**src/rtl/sdinit_pkg.sv**
```systemverilog
package sdinit_pkg;

    typedef enum logic [4:0] {
        S_IDLE, S_IORST, S_GORST, S_IFCOND, S_OCR0, S_OCRN, S_RCA, S_SEL,
        S_BUS4, S_FN1, S_IRQ,
        S_B0WL, S_B0WH, S_B0RL, S_B0RH,
        S_B1WL, S_B1WH, S_B1RL, S_B1RH,
        S_DONE, S_ERR
    } step_e;

    typedef struct packed {
        logic [5:0]  idx;
        logic [31:0] arg;
    } cmd_t;

    localparam logic [5:0]  CMD_GO_IDLE   = 6'd0;
    localparam logic [5:0]  CMD_REL_ADDR  = 6'd3;
    localparam logic [5:0]  CMD_OP_COND   = 6'd5;
    localparam logic [5:0]  CMD_SELECT    = 6'd7;
    localparam logic [5:0]  CMD_IF_COND   = 6'd8;
    localparam logic [5:0]  CMD_RW_DIRECT = 6'd52;
    localparam logic [31:0] IF_COND_ARG   = 32'h0000_01AA;

    localparam logic [16:0] REG_IO_ABORT = 17'h00006;
    localparam logic [16:0] REG_BUS_IF   = 17'h00007;
    localparam logic [16:0] REG_IO_EN    = 17'h00002;
    localparam logic [16:0] REG_INT_EN   = 17'h00004;
    localparam logic [16:0] REG_F0_BS    = 17'h00010;
    localparam logic [16:0] REG_F1_BS    = 17'h00110;

    // Direct register access argument: write flag, function, address, data.
    function automatic logic [31:0] rw_direct_arg(input logic wr, input logic [2:0] fn,
                                                  input logic [16:0] addr, input logic [7:0] data);
        return {wr, fn, 1'b0, 1'b0, addr, 1'b0, data};
    endfunction

    function automatic cmd_t wr0(input logic [16:0] addr, input logic [7:0] data);
        return '{idx: CMD_RW_DIRECT, arg: rw_direct_arg(1'b1, 3'd0, addr, data)};
    endfunction

    function automatic cmd_t rd0(input logic [16:0] addr);
        return '{idx: CMD_RW_DIRECT, arg: rw_direct_arg(1'b0, 3'd0, addr, 8'h00)};
    endfunction

endpackage

```
**src/rtl/sdinit_poll_ctr.sv**
```systemverilog
module sdinit_poll_ctr #(
    parameter int POLL_LIMIT = 1024
) (
    input  logic clk,
    input  logic rst,
    input  logic clr,
    input  logic inc,
    output logic last
);
    localparam int CW = $clog2(POLL_LIMIT + 1);
    localparam logic [CW-1:0] LAST_VAL = CW'(POLL_LIMIT - 1);

    logic [CW-1:0] cnt_q;

    always_ff @(posedge clk) begin
        if (rst || clr)
            cnt_q <= '0;
        else if (inc && cnt_q != LAST_VAL)
            cnt_q <= cnt_q + 1'b1;
    end

    assign last = (cnt_q == LAST_VAL);

    AST_POLL_CAP: assert property (@(posedge clk) disable iff (rst)
        cnt_q <= LAST_VAL);

endmodule

```
**src/rtl/sdinit_resp_latch.sv**
```systemverilog
module sdinit_resp_latch (
    input  logic        clk,
    input  logic        rst,
    input  logic        cap_win,
    input  logic        cap_rca,
    input  logic [31:0] resp,
    output logic [23:0] win,
    output logic [15:0] rca
);
    always_ff @(posedge clk) begin
        if (rst) begin
            win <= '0;
            rca <= '0;
        end else begin
            if (cap_win) win <= resp[23:0];
            if (cap_rca) rca <= resp[31:16];
        end
    end
endmodule

```
**src/rtl/sdio_card_init_seq.sv**
```systemverilog
module sdio_card_init_seq
    import sdinit_pkg::*;
#(
    parameter int POLL_LIMIT = 1024
) (
    input  logic        clk,
    input  logic        rst,
    input  logic        start,
    input  logic        cfg_send_if_cond,
    input  logic        cfg_bus_4bit,
    input  logic        cfg_irq_enable,
    input  logic        cfg_set_f0_bsize,
    input  logic        cfg_set_f1_bsize,
    input  logic [15:0] f0_bsize,
    input  logic [15:0] f1_bsize,
    output logic        cmd_start,
    output logic [5:0]  cmd_idx,
    output logic [31:0] cmd_arg,
    input  logic        cmd_done,
    input  logic [31:0] cmd_resp,
    output logic        init_done,
    output logic        init_err
);
    step_e st_q, st_d;
    logic  wait_q, wait_d;
    logic  cap_win, cap_rca, poll_clr, poll_inc, poll_last;
    logic  [23:0] win;
    logic  [15:0] rca;
    logic  accept, can_start;
    cmd_t  cmd;
    step_e bs_entry, after_f0;

    sdinit_poll_ctr #(.POLL_LIMIT(POLL_LIMIT)) u_poll (
        .clk(clk), .rst(rst), .clr(poll_clr), .inc(poll_inc), .last(poll_last)
    );

    sdinit_resp_latch u_latch (
        .clk(clk), .rst(rst), .cap_win(cap_win), .cap_rca(cap_rca),
        .resp(cmd_resp), .win(win), .rca(rca)
    );

    // Command presented in each step.
    always_comb begin
        cmd = '{idx: CMD_GO_IDLE, arg: 32'h0};
        unique case (st_q)
            S_IORST:  cmd = wr0(REG_IO_ABORT, 8'h08);
            S_GORST:  cmd = '{idx: CMD_GO_IDLE, arg: 32'h0};
            S_IFCOND: cmd = '{idx: CMD_IF_COND, arg: IF_COND_ARG};
            S_OCR0:   cmd = '{idx: CMD_OP_COND, arg: 32'h0};
            S_OCRN:   cmd = '{idx: CMD_OP_COND, arg: {8'h00, win}};
            S_RCA:    cmd = '{idx: CMD_REL_ADDR, arg: 32'h0};
            S_SEL:    cmd = '{idx: CMD_SELECT, arg: {rca, 16'h0000}};
            S_BUS4:   cmd = wr0(REG_BUS_IF, 8'h02);
            S_FN1:    cmd = wr0(REG_IO_EN, 8'h02);
            S_IRQ:    cmd = wr0(REG_INT_EN, 8'h03);
            S_B0WL:   cmd = wr0(REG_F0_BS, f0_bsize[7:0]);
            S_B0WH:   cmd = wr0(REG_F0_BS + 17'd1, f0_bsize[15:8]);
            S_B0RL:   cmd = rd0(REG_F0_BS);
            S_B0RH:   cmd = rd0(REG_F0_BS + 17'd1);
            S_B1WL:   cmd = wr0(REG_F1_BS, f1_bsize[7:0]);
            S_B1WH:   cmd = wr0(REG_F1_BS + 17'd1, f1_bsize[15:8]);
            S_B1RL:   cmd = rd0(REG_F1_BS);
            S_B1RH:   cmd = rd0(REG_F1_BS + 17'd1);
            default:  cmd = '{idx: CMD_GO_IDLE, arg: 32'h0};
        endcase
    end

    assign cmd_idx   = cmd.idx;
    assign cmd_arg   = cmd.arg;
    assign cmd_start = !wait_q && !(st_q inside {S_IDLE, S_DONE, S_ERR});
    assign accept    = wait_q && cmd_done;
    assign can_start = st_q inside {S_IDLE, S_DONE, S_ERR};
    assign bs_entry  = cfg_set_f0_bsize ? S_B0WL : (cfg_set_f1_bsize ? S_B1WL : S_DONE);
    assign after_f0  = cfg_set_f1_bsize ? S_B1WL : S_DONE;

    always_comb begin
        st_d     = st_q;
        wait_d   = wait_q;
        cap_win  = 1'b0;
        cap_rca  = 1'b0;
        poll_clr = 1'b0;
        poll_inc = 1'b0;
        if (start && can_start) begin
            st_d     = S_IORST;
            wait_d   = 1'b0;
            poll_clr = 1'b1;
        end else if (cmd_start) begin
            wait_d = 1'b1;
        end else if (accept) begin
            wait_d = 1'b0;
            unique case (st_q)
                S_IORST:  st_d = S_GORST;
                S_GORST:  st_d = cfg_send_if_cond ? S_IFCOND : S_OCR0;
                S_IFCOND: st_d = S_OCR0;
                S_OCR0: begin
                    cap_win = 1'b1;
                    st_d    = S_OCRN;
                end
                S_OCRN: begin
                    if (cmd_resp[31])   st_d = S_RCA;
                    else if (poll_last) st_d = S_ERR;
                    else                poll_inc = 1'b1;
                end
                S_RCA: begin
                    cap_rca = 1'b1;
                    st_d    = S_SEL;
                end
                S_SEL:  st_d = cfg_bus_4bit ? S_BUS4 : S_FN1;
                S_BUS4: st_d = S_FN1;
                S_FN1:  st_d = cfg_irq_enable ? S_IRQ : bs_entry;
                S_IRQ:  st_d = bs_entry;
                S_B0WL: st_d = S_B0WH;
                S_B0WH: st_d = S_B0RL;
                S_B0RL: st_d = (cmd_resp[7:0] == f0_bsize[7:0])  ? S_B0RH  : S_ERR;
                S_B0RH: st_d = (cmd_resp[7:0] == f0_bsize[15:8]) ? after_f0 : S_ERR;
                S_B1WL: st_d = S_B1WH;
                S_B1WH: st_d = S_B1RL;
                S_B1RL: st_d = (cmd_resp[7:0] == f1_bsize[7:0])  ? S_B1RH  : S_ERR;
                S_B1RH: st_d = (cmd_resp[7:0] == f1_bsize[15:8]) ? S_DONE  : S_ERR;
                default: st_d = st_q;
            endcase
        end
    end

    always_ff @(posedge clk) begin
        if (rst) begin
            st_q   <= S_IDLE;
            wait_q <= 1'b0;
        end else begin
            st_q   <= st_d;
            wait_q <= wait_d;
        end
    end

    assign init_done = (st_q == S_DONE);
    assign init_err  = (st_q == S_ERR);

    AST_START_PULSE: assert property (@(posedge clk) disable iff (rst)
        cmd_start |=> !cmd_start);
    AST_HOLD_CMD: assert property (@(posedge clk) disable iff (rst)
        (wait_q && !cmd_done) |=> ($stable(cmd_idx) && $stable(cmd_arg)));
    AST_FN0_ONLY: assert property (@(posedge clk) disable iff (rst)
        (cmd_start && cmd_idx == CMD_RW_DIRECT) |-> (cmd_arg[30:27] == 4'h0));
    AST_SEL_ARG: assert property (@(posedge clk) disable iff (rst)
        (cmd_start && cmd_idx == CMD_SELECT) |-> (cmd_arg == {rca, 16'h0000}));
    AST_END_QUIET: assert property (@(posedge clk) disable iff (rst)
        (init_done || init_err) |-> !cmd_start);
    AST_DONE_HOLD: assert property (@(posedge clk) disable iff (rst)
        (init_done && !start) |=> init_done);

endmodule

```
**config.mk**
```make
export PLATFORM = sky130hd
export DESIGN_NAME = sdio_card_init_seq
export DESIGN_NICKNAME = d
export VERILOG_FILES = /design/src/rtl/sdinit_pkg.sv /design/src/rtl/sdinit_poll_ctr.sv /design/src/rtl/sdinit_resp_latch.sv /design/src/rtl/sdio_card_init_seq.sv
export SDC_FILE = /design/constraint.sdc
export NUM_CORES = 1
export LEC_CHECK = 0
export BUFFER_PORTS_ARGS = -buffer_cell sky130_fd_sc_hd__buf_2
export CAP_MARGIN = 20
export CORE_ASPECT_RATIO = 1.5
export CORE_MARGIN = 3
export CORE_UTILIZATION = 52
export DETAILED_ROUTE_END_ITERATION = 7
export PLACE_DENSITY_LB_ADDON = 0.2
export SYNTH_ARGS = -nofsm -noshare
export SYNTH_HDL_FRONTEND = slang
export SYNTH_HIERARCHICAL = 1
export SYNTH_SLANG_ARGS = --single-unit
```
**constraint.sdc**
```tcl
create_clock -name clk -period 3.8 [get_ports clk]
set_input_delay 0.95 -clock clk [delete_from_list [all_inputs] [get_ports clk]]
set_output_delay 0.95 -clock clk [all_outputs]
set_load 0.05 [all_outputs]
```
Word-level counts from Yosys, hierarchy flattened:

Index checks and enable logic that the tools add are counted.

* word-level logic and storage cells: 86
* register bits: 57

* add/sub/neg operators: 1
* reduce and logical (&&, ||, !) cells: 16
* multiplexer cells: 33
* equality and inequality tests: 29
* bitwise operators: 1

Operators with widths (number)
* $pmux W38 S17: 1
* $pmux W5 S18: 1
* $eq A5 B4 Y1 const B: 8
* $mux W5: 7
* $eq A8 B8 Y1: 4
* $eq A5 B5 Y1 const B: 5
* $mux W1: 21
* $eq A5 B3 Y1 const B: 4
* $reduce_bool A19 Y1: 1
* $reduce_bool A18 Y1: 1
* $add A11 B1 Y11 const B: 1
* $eq A11 B10 Y1 const B: 1
* $ne A11 B10 Y1 const B: 1
* $eq A5 B2 Y1 const B: 2
* $mux W3: 3
* $reduce_and A4 Y1: 2
* $eq A5 B1 Y1 const B: 1
* $logic_not A5 Y1: 1
* $logic_and A1 B1 Y1: 4
* $ne A4 B4 Y1 const B: 1
* $reduce_bool A2 Y1: 2
* $ne A3 B3 Y1 const B: 1
* $reduce_bool A3 Y1: 1
* $logic_not A1 Y1: 2
* 4 further kinds: 4

Logic depth before layout (Yosys ltp):

Gate-level depths: netlist of run 1.

* depth after elaboration: 8
* gate-level depth with buffers: 11
* depth with buffers taken out: 11

Modules after synthesis:

Netlist of run 1, hierarchy kept.

Modules (own cells, without submodules)
* sdio_card_init_seq: cells each 278, seq. area each 120.1 um2, instances 1, area an instance 1813.0 um2
* sdinit_resp_latch: cells each 129, seq. area each 800.8 um2, instances 1, area an instance 1448.9 um2
* sdinit_poll_ctr: cells each 62, seq. area each 220.2 um2, instances 1, area an instance 539.3 um2

Worst setup path after synthesis of run 1:

No wires, ideal clock.

* kind: register -> output
* start: reg st_q[2]
* end: out cmd_arg[10]
* required time: 2.850 ns
* cell stages (with the launch flop): 6
* data arrival time: 3.363 ns
* path slack: -0.513 ns
* path through: dfxtp_1 -> buf_6 -> buf_2 -> buf_1 -> a21boi_0 -> a2111oi_0

* word-level cells in the longest chain between the ends: 2
* elaborated cells on any way between the ends: 18

RTL lines
* start, declared: RTL line sdio_card_init_seq.sv:24 `step_e st_q, st_d;`
* start signal, assigned: RTL line sdio_card_init_seq.sv:130 `st_q <= st_d;`
* $eq A5 B5 Y1, or another cell as far along: RTL line sdio_card_init_seq.sv:45 `unique case (st_q)`
* $pmux W38 S17 *: RTL line sdio_card_init_seq.sv:45
* end, declared: RTL line sdio_card_init_seq.sv:18 `output logic [31:0] cmd_arg,`

Mark *: on every way between the ends. The rest lies on a longest branch, timed or not.

Worst setup path in the final report of run 1:

* start: reg st_q[1]
* end: out cmd_arg[23]

Same word-level chain as after synthesis.

==> impl_results.md, run 1 <==
* Crit path time final at 3393 ps
* Type of element capturing the critical path: output pin
* Final setup viols at 0
* HPWL after DPL at 8208 um
* Worst slew margin at 0.4631
* Post-synth EDFFs at 0
* Grt ovf at 0
* DRT antenna net count at 0
* Worst R2R Setup Slack at 700 ps
* Synth Instances at roughly 470
* Antenna diode count at 0
* Synth Flop Type: dfxtp_1
* Final Cycle Share at 0.8930
* Post-CTS Hold Buffers at 0
* Outcome: complete, no violations
* Initial antenna violation count at 0
* First-pass GRT wire length at 17530 um
* Mapped cell area at ~0.0038 mm2
* Fin Setup TNS at 0 ps
* TritonCTS clock tree: yes
* Vias post-DR at 3937
* Number of vias per cell at between 5 and 6
* Max-slew violations at 0
* Critical path data required time at 2850 ps
* Initial Utilization at 0.5438
* Layout Skew at 5.512 ps
* CP Max Fanout at 15
* Tot GR Track Use at 0.2673
* CORE AREA at 0.006990 mm2
* Post-synth ARST share at 0
* Top-count cell post-synth: nor2_1
* Syn avg cell area at approximately 8 um2
* WL per Instance at 16.40 um
* Worst setup SP type: flop
* PD cells at approximately 280 mW/mm2
* Number of global-route vias before repair at 3709
* Final instance area at 0.004536 mm2
* DRC violations left at 0
* Share of layout cells above drive strength 1 at 0.2639
* Post-Syn Nets at approximately 540
* Critical path type: reg2out
* GP Congestion at 0.9307
* Clock slew at reported path FFs at 60 ps
* CP arrival at 2440 ps
* Die area at 0.008393 mm2
* Row cnt at 37
* Syn. warnings at 6
* Yosys reg bits at 57
* Min-delay worst type: reg2reg
* Maximum vdd ir drop at between 0.2 and 0.25 mV
* Clock Tree Root: clkbuf_8
* Sequential share of the synthesized area at 0.3002
* Top cell type's share of synthesized area at 0.3002
* Initial DRC count at 469
* I/O pin count at 114
* Die Ht at 110.7 um
* H-Tree Depth at 3
* Largest net degree at the start of global routing at 45
* DRT Pass-1 Iters at 6
* Post-CTS Repair Setup Buffers at 0
* Post_cts resized at 0
* Final wirelength at ~11000 um
* Max clock buf depth at 2
* Worst-margin pin slew at 805.4 ps
* Max Cap Violations at 0
* Die Wd at ~76 um
* Clk_lat worst skew at 330 ps
* Area grow syn2layout at 19.32%
* RSZ-0062 raised after global routing: false
* Leakage at just under 0.002 uW
* Netlist cell types at 66
* Hold Violations, Final at 0
* Synth top area cells: dfxtp_1 (30%), mux2i_1 (11%), nor2_1 (6.7%)
* Yosys top cell by area: dfxtp_1
* TritonCTS Buffers at 9
* F_max at 0.2947 GHz
* Final nets at ~650
* IO buf count at 113
* Util after Layout at 0.6488
* Synth top cells by count: nor2_1 (68), dfxtp_1 (57), mux2i_1 (40), nand2_1 (28), xor2_1 (27)
* Cell Area, Placed at between 0.004 and 0.005 mm2
* Sinks on Clock Net at 57
-- critical path, cell delays in order (launching register included) --
cell and delay [ps]:
dfxtp_1 460, and2b_1 340, nand2_1 130, nor2_2 520, buf_4 260, a22o_1 140, buf_2 250
-- layout make-up --
type | instances | area, um2
Fill cell | 632 | 2455
Multi-Input combinational cell | 371 | 2432
Sequential cell | 57 | 1141
Timing Repair Buffer | 123 | 640.6
Clock buffer | 12 | 145.1
Tap cell | 97 | 121.4
Inverter | 10 | 37.54
Clock inverter | 3 | 17.52
-- power by group --
part           switching [uW]  total [uW]  leakage [uW]  internal (uW)
clock                     232         481     0.0000822            249
combinational             125         196       0.00138           71.0
sequential               1.62         601      0.000459            600
-- routing by layer --
layer	up-vias	share of wire	track usage
met5	-	0	0
met4	0	0.044	0.1424
met3	36	0.078	0.05717
met2	199	0.48	0.4233
met1	1807	0.40	0.3267
li1	1895	-	-
-- cells by family (layout without fill, tap and decap cells) --
family	Yosys count	after routing	synth area share
AOI/OAI and AO/OA	102	102	0.1876
xor gates and xnor gates	36	36	0.08295
adders and majority gates	1	1	0.003291
buffers and inverters	41	148	0.06353
DFF	57	57	0.3002
muxes	40	40	0.1053
and+or+nand+nor	192	192	0.2571
-- per-stage QoR --
step           power (uW)  setup slack (ps)  instances  hold WS (ps)
2_1_floorplan       723.0             146.3        469         421.2
3_3_place_gp        806.7             824.2        658         433.1
3_5_place_dp        807.6             702.6        658         441.1
4_1_cts              1293             395.5        673         450.1
5_1_grt              1332             215.1        673         473.8
6_report             1278             406.5        673         451.0
-- sequential cells by signal (all words and copies together) (netlist names) --
register	count
u_latch/win	24
u_latch/rca	16
u_poll/cnt_q	11
st_q	5
wait_q	1
-- cell usage in the layout, fill, tap and decap left out, drive strengths merged, types with 4 or more instances in the layout --
cell    instances
xnor2           9
a22oi          16
o21ai          20
and3            9
xor2           27
nand3          22
a22o            7
buf           123
a21oi          17
and2           12
nor2b           7
dfxtp          57
nand4           4
nand2          28
inv            10
nor2           69
a211oi          4
a31oi          10
clkbuf         12
mux2i          40
nor4           10
nor3           10
-- path summary, 6_finish.rpt --
| path | end | from | depth (start not counted) |
|---|---|---|---|
| worst max-delay path | cmd_arg[23] | st_q[1] | 6 |
| worst min-delay path | u_poll/cnt_q[10] | u_poll/cnt_q[10] | 2 |
| worst min register to register | u_poll/cnt_q[10] | u_poll/cnt_q[10] | 2 |
| worst max register to register | u_poll/cnt_q[9] | u_poll/cnt_q[0] | 11 |
(Power assumes the default switching activity.)
==> run 2, diff against run 1 <==
CORE_UTILIZATION = 53   (was 52)
SYNTH_HIERARCHICAL = unset   (was 1)
==> impl_results.md, run 2 <==
* Post-synth ARST share at 0
* Worst-margin pin slew at 990.8 ps
* WL per Instance at 18.62 um
* Critical path origin: st_q[3]
* TritonCTS Buffers at 9
* CP peak stage delay at 660 ps
* Largest family of logic cells by synthesized area: compound AO/OA/AOI/OAI gates
* Worst reg2reg endpoint: u_poll.cnt_q[5]
* DRT antenna net count at 0
* Critical path type: reg2out
* DRT Pass-1 Iters at 5
* Compound-Gate Fraction of Synth Area at 0.2979
* Max-slew violations at 0
* Yosys top cell by area: dfxtp_1
* Initial Utilization at 0.5514
* Leakage at around 0.0018 uW
* XOR/XNOR share of the synthesized area at 0.06987
* F_max at 0.2831 GHz
* Critical R2R Launch: st_q[4]
* Clock share of power at 0.490
* Post-CTS Repair Setup Buffers at 0
* Post-synth EDFFs at 0
* Yosys reg bits at 57
* Sinks on Clock Net at 57
* RSZ-0062 raised after global routing: false
* Crit path time final at 3532 ps
* Max Cap Violations at 0
* Crit path cell chain: buf_4 > nor2b_1 > o21ai_0 > o31a_1 > o211ai_1 > buf_2
* Sequential share of the synthesized area at 0.2845
* Largest regs: u_latch.win x24, u_latch.rca x16, u_poll.cnt_q x11
* Die area at roughly 0.0087 mm2
* Syn. warnings at 0
* Netlist cell types at 65
* Die Wd at slightly below 80 um
* DRC violations left at 0
* Largest Register: u_latch.win
* Cell Int Power at approximately 1200 uW
* Maximum vdd ir drop at between 0.4 and 0.5 mV
* Metal2 WL at around 6600 um
* Gate power share at 0.123
* CP endpoint: cmd_arg[1]
* Most frequent cells in the layout: buf_2 (113), a21oi_1 (64), dfxtp_1 (57), nand3_1 (50), o21ai_1 (40)
* First-pass GRT wire length at 21800 um
* Critical path data required time at 2850 ps
* R2R depth at 6
* Synth Instances at 538
* Layout Skew at 10.21 ps
* Worst R2R Setup Slack at around 1000 ps
* Largest net degree at the start of global routing at a little over 40
* Initial antenna violation count at 0
* GP Congestion at ~1.0
* CORE AREA at between 0.007 and 0.008 mm2
* Top cell type's share of synthesized area at 0.2845
* Switching share of power at 0.2503
* Share of layout cells above drive strength 1 at 0.2516
* Largest register FFs at 24
* Worst slew margin at 0.3370
* Number of global-route vias before repair at roughly 4500
* Clock slew at reported path FFs at about 70 ps
* Slowest CP cell: dfxtp_1
* Vias post-DR at 4709
* Synth top cells by count: a21oi_1 (64), dfxtp_1 (57), nand3_1 (50), o21ai_1 (40), nand2_1 (29)
* Routed length on met3 at 1160 um
* Initial DRC count at 519
* Adder-cell area share of the yosys netlist at 0.003119
* Post-CTS Hold Buffers at 0
* Post_cts resized at 0
* Synth Area in Simple Gates at 0.2533
* Grt ovf at 0
* Metal1 wirelength at 5143 um
* Seq pwr share at 0.387
* Syn avg cell area at 7.456 um2
* H-Tree Depth at 3
* Mux contribution to synthesized area at 0.01809
* Final setup viols at 0
* Post-Syn Nets at 612
* Mapped cell area at around 0.004 mm2
* Area grow syn2layout at 20.65%
* Outcome: complete, no violations
* IO buf count at 113
* Clk_lat worst skew at roughly 360 ps
* Tot GR Track Use at 0.3105
* Final Cycle Share at 0.9294
* Final Power at 1550 uW
* Psw at 388.0 uW
* CP Max Fanout at 23
* Fin Setup TNS at 0 ps
* Type of element capturing the critical path: output pin
* Antenna diode count at 0
* Clock Tree Root: clkbuf_8
* HPWL after DPL at about 9700 um
* Hold Violations, Final at 0
* Row cnt at 38
* Top-count cell post-synth: a21oi_1
* Final wirelength at around 14000 um
* Commonest non-fill, non-tap cell in the layout: buf_2
* PD cells at about 320 mW/mm2
* Synth top area cells: dfxtp_1 (28%), a21oi_1 (8.0%), nand3_1 (6.2%)
* Number of vias per cell at 6.433
* Synth Flop Type: dfxtp_1
* Final nets at between 700 and 800
* Highest Signal Layer: met4
* Min-delay worst type: reg2reg
* Max clock buf depth at 2
* Worst setup SP type: flop
* Die Ht at 112.6 um
* I/O pin count at 114
* TritonCTS clock tree: yes
* CP arrival at 2580 ps
-- run 2: cell types whose count changed after synthesis, moves of 17 or more --
cell / delta
xor2_1: -19
o21ai_1: +39
nor2_1: -42
mux2i_1: -35
clkbuf_1: +17
a21oi_1: +47
nand3_1: +29
-- run 2: worst min-delay path by stage --
stage	from	endpoint	slack (ps)	cells past startpoint
after floorplan	u_poll.cnt_q[10]	u_poll.cnt_q[10]	410	2
after global placement	u_poll.cnt_q[10]	u_poll.cnt_q[10]	420	2
after detailed placement	u_poll.cnt_q[10]	u_poll.cnt_q[10]	430	2
after CTS	u_poll.cnt_q[10]	u_poll.cnt_q[10]	440	2
after global routing	u_poll.cnt_q[10]	u_poll.cnt_q[10]	470	2
final	u_poll.cnt_q[10]	u_poll.cnt_q[10]	440	2
-- run 2: metal layers --
| layer | GRT usage | vias up |
|---|---|---|
| met1 | 0.3646 | 2208 |
| li1 | - | 2157 |
| met5 | 0 | - |
| met3 | 0.05778 | 65 |
| met4 | 0.1865 | 0 |
| met2 | 0.5221 | 279 |
-- run 2: worst max-delay path, delay by kind of cell (launching register included) --
family | cells | cell delay [ps]
AND/OR/NAND/NOR | 1 | 440
buffers and inverters | 2 | 630
AO/OA/AOI/OAI | 3 | 490
flip-flops | 1 | 660
-- run 2: cell type report --
class                   instances  area, um2
clock buffers                  12      165.2
clock inverters                 4      97.59
fillers                       654       2435
inverters                       9      33.78
multi-input cells             419       2576
flip-flops and latches         57       1141
well taps                     100      125.1
repair buffers                131      700.7
-- run 2: cell families after synthesis --
group / Yosys count
AO/OA/AOI/OAI: 187
adder cells (fa/ha/maj): 1
buffers and inverters: 62
XOR/XNOR: 32
AND/OR/NAND/NOR: 192
multiplexers: 7
flip-flops: 57
-- run 2: power groups by stage --
stage	Combinational (uW)	Sequential, uW	Clock [uW]
floorplan	117	613	0
global placement	187	613	0
detailed placement	188	613	0
CTS	189	600	763
global route	205	600	780
finish	191	600	759
-- run 2: stage by stage --
stage / hold slack [ps] / util / std cells / cell area [um2] / worst slack [ps]
after floorplan: 412.2 / - / 538 / 4011 / 600.5
after global placement: 424.7 / 0.6292 / 716 / 4577 / 785.9
after detailed placement: 430.7 / 0.6292 / 716 / 4577 / 715.4
after CTS: 440.9 / 0.6653 / 732 / 4840 / 331.8
after global routing: 468.6 / 0.6653 / 732 / 4840 / 131.5
final: 437.7 / 0.6653 / 732 / 4840 / 268.2
==> run 3, diff against run 2 <==
--- a/config.mk
+++ b/config.mk
@@ -11,3 +11,3 @@
 export CORE_MARGIN = 3
-export CORE_UTILIZATION = 53
+export CORE_UTILIZATION = 52
 export DETAILED_ROUTE_END_ITERATION = 7
@@ -16,2 +16,4 @@
 export SYNTH_HDL_FRONTEND = slang
+export SYNTH_HIERARCHICAL = 1
 export SYNTH_SLANG_ARGS = --single-unit
+export TNS_END_PERCENT = 5
==> constraint.sdc (replaced) <==
create_clock -name clk -period 3.8 [get_ports clk]
set_input_delay 0.19 -clock clk [delete_from_list [all_inputs] [get_ports clk]]
set_output_delay 0.19 -clock clk [all_outputs]
set_load 0.05 [all_outputs]
==> impl_results.md, run 3 (synthesis results as in run 1) <==
* Outcome: complete, no violations
* F_max at 0.3121 GHz
* Metal2 WL at 5567 um
* FF+latch area at 0.001141 mm2
* Largest register FFs at 24
* Area occupied by multi-input gates at 0.002431 mm2
* Most frequent cells in the layout: buf_2 (113), nor2_1 (68), dfxtp_1 (57), mux2i_1 (40), nand2_1 (28)
* Critical path type: reg2out
* TritonCTS clock tree: yes
* Final instance area at 0.004529 mm2
* Largest Register: u_latch/win
* CP arrival at roughly 3000 ps
* CP Max Fanout at 28
* Final nets at approximately 640
* Worst slew margin at 0.3672
* Antenna diode count at 0
* Max-slew violations at 0
* Gate power share at 0.142
* Worst setup SP type: flop
* WL per Instance at 16.56 um
* DRT Pass-1 Iters at 5
* Post-CTS Repair Setup Buffers at 0
* Grt ovf at 0
* Commonest non-fill, non-tap cell in the layout: buf_2
* DRC violations left at 0
* Vias post-DR at slightly below 4000
* DRT antenna net count at 0
* TritonCTS Buffers at 9
* Row cnt at 37
* GP Congestion at 0.9860
* Die area at between 0.008 and 0.009 mm2
* Maximum vdd ir drop at ~0.28 mV
* First-pass GRT wire length at roughly 18000 um
* Critical path data required time at about 3600 ps
* Util after Layout at 0.6479
* Cell Int Power at 970.4 uW
* Setup WS post-layout at 595.7 ps
* CORE AREA at 0.006990 mm2
* RSZ-0062 raised after global routing: false
* Largest regs: u_latch/win x24, u_latch/rca x16, u_poll/cnt_q x11
* Final Cycle Share at 0.8432
* Clock Tree Root: clkbuf_8
* Clock share of power at 0.406
* Die Ht at ~110 um
* Fin Setup TNS at 0 ps
* H-Tree Depth at 3
* Area grow syn2layout at 19.16%
* Final Power at approximately 1300 uW
* Final setup viols at 0
* Initial DRC count at approximately 310
* Sinks on Clock Net at 57
* Max Cap Violations at 0
* Routed length on met3 at 749 um
* I/O pin count at between 100 and 150
* Cell Area, Placed at 0.004342 mm2
* Layout Skew at between 10 and 15 ps
* Post_cts resized at 0
* Dpl ws at between 700 and 800 ps
* Leakage at around 0.0019 uW
* Metal1 wirelength at 4370 um
* Max clock buf depth at 2
* Clk_lat worst skew at roughly 340 ps
* Fillcell total at ~640
* Number of global-route vias before repair at 3717
* Min-delay worst type: in2reg
* Psw at around 370 uW
* Share of layout cells above drive strength 1 at 0.2600
* Clock slew at reported path FFs at 70 ps
* Seq pwr share at 0.451
* Final wirelength at approximately 11000 um
* Type of element capturing the critical path: output pin
* PD cells at 295.6 mW/mm2
* Initial Utilization at 0.5438
* Switching share of power at 0.2752
* Highest Signal Layer: met4
* HPWL after DPL at ~8300 um
* Largest net degree at the start of global routing at 45
* IO buf count at 113
* Initial antenna violation count at 0
* Tot GR Track Use at 0.2657
* Hold Violations, Final at 0
* Post-CTS Hold Buffers at 0
* Worst-margin pin slew at between 900 and 1000 ps
* Number of vias per cell at 5.787
* Crit path time final at roughly 3200 ps
* Die Wd at ~76 um
run 3: layout make-up:
type,count,area share
multi-input cells,371,0.5367
flip-flops and latches,57,0.2519
repair buffers,119,0.1348
clock buffers,11,0.02901
well taps,97,0.02680
clock inverters,5,0.01243
inverters,10,0.008287
run 3: critical path: stages (launching register included):
cell     delay [ps]
dfxtp_1         940
and2b_1         310
nand2_1         140
nor2_2          670
a22oi_1         200
nand3_1         140
buf_2           270
run 3: power by group through the flow:
stage	clock (uW)	combinational [uW]	sequential, uW
after floorplan	0	109	614
after global placement	0	186	617
final	544	190	604
after global routing	584	204	604
after CTS	561	189	604
after detailed placement	0	188	617
run 3: metal layers:
layer  global-route usage  vias to the layer above
met4               0.1202                        0
met5                    0                        -
li1                     -                     1888
met2               0.4485                      172
met1               0.3064                     1790
met3              0.05898                       27
run 3: final timing paths:
kind | from | endpoint | slack [ps] | cells after the start
worst max-delay path | st_q[2] | cmd_arg[1] | 600 | 6
worst min-delay path | cmd_resp[11] | u_latch/win[11] | 90 | 3
worst max register to register | u_poll/cnt_q[0] | u_poll/cnt_q[9] | 680 | 11
worst min register to register | u_poll/cnt_q[10] | u_poll/cnt_q[10] | 440 | 2
run 3: stage by stage:
step / cells / hold slack, ps
3_3_place_gp: 654 / 422.6
4_1_cts: 670 / 73.80
6_report: 670 / 88.53
3_5_place_dp: 654 / 434.8
5_1_grt: 670 / 91.13
2_1_floorplan: 469 / 257.9
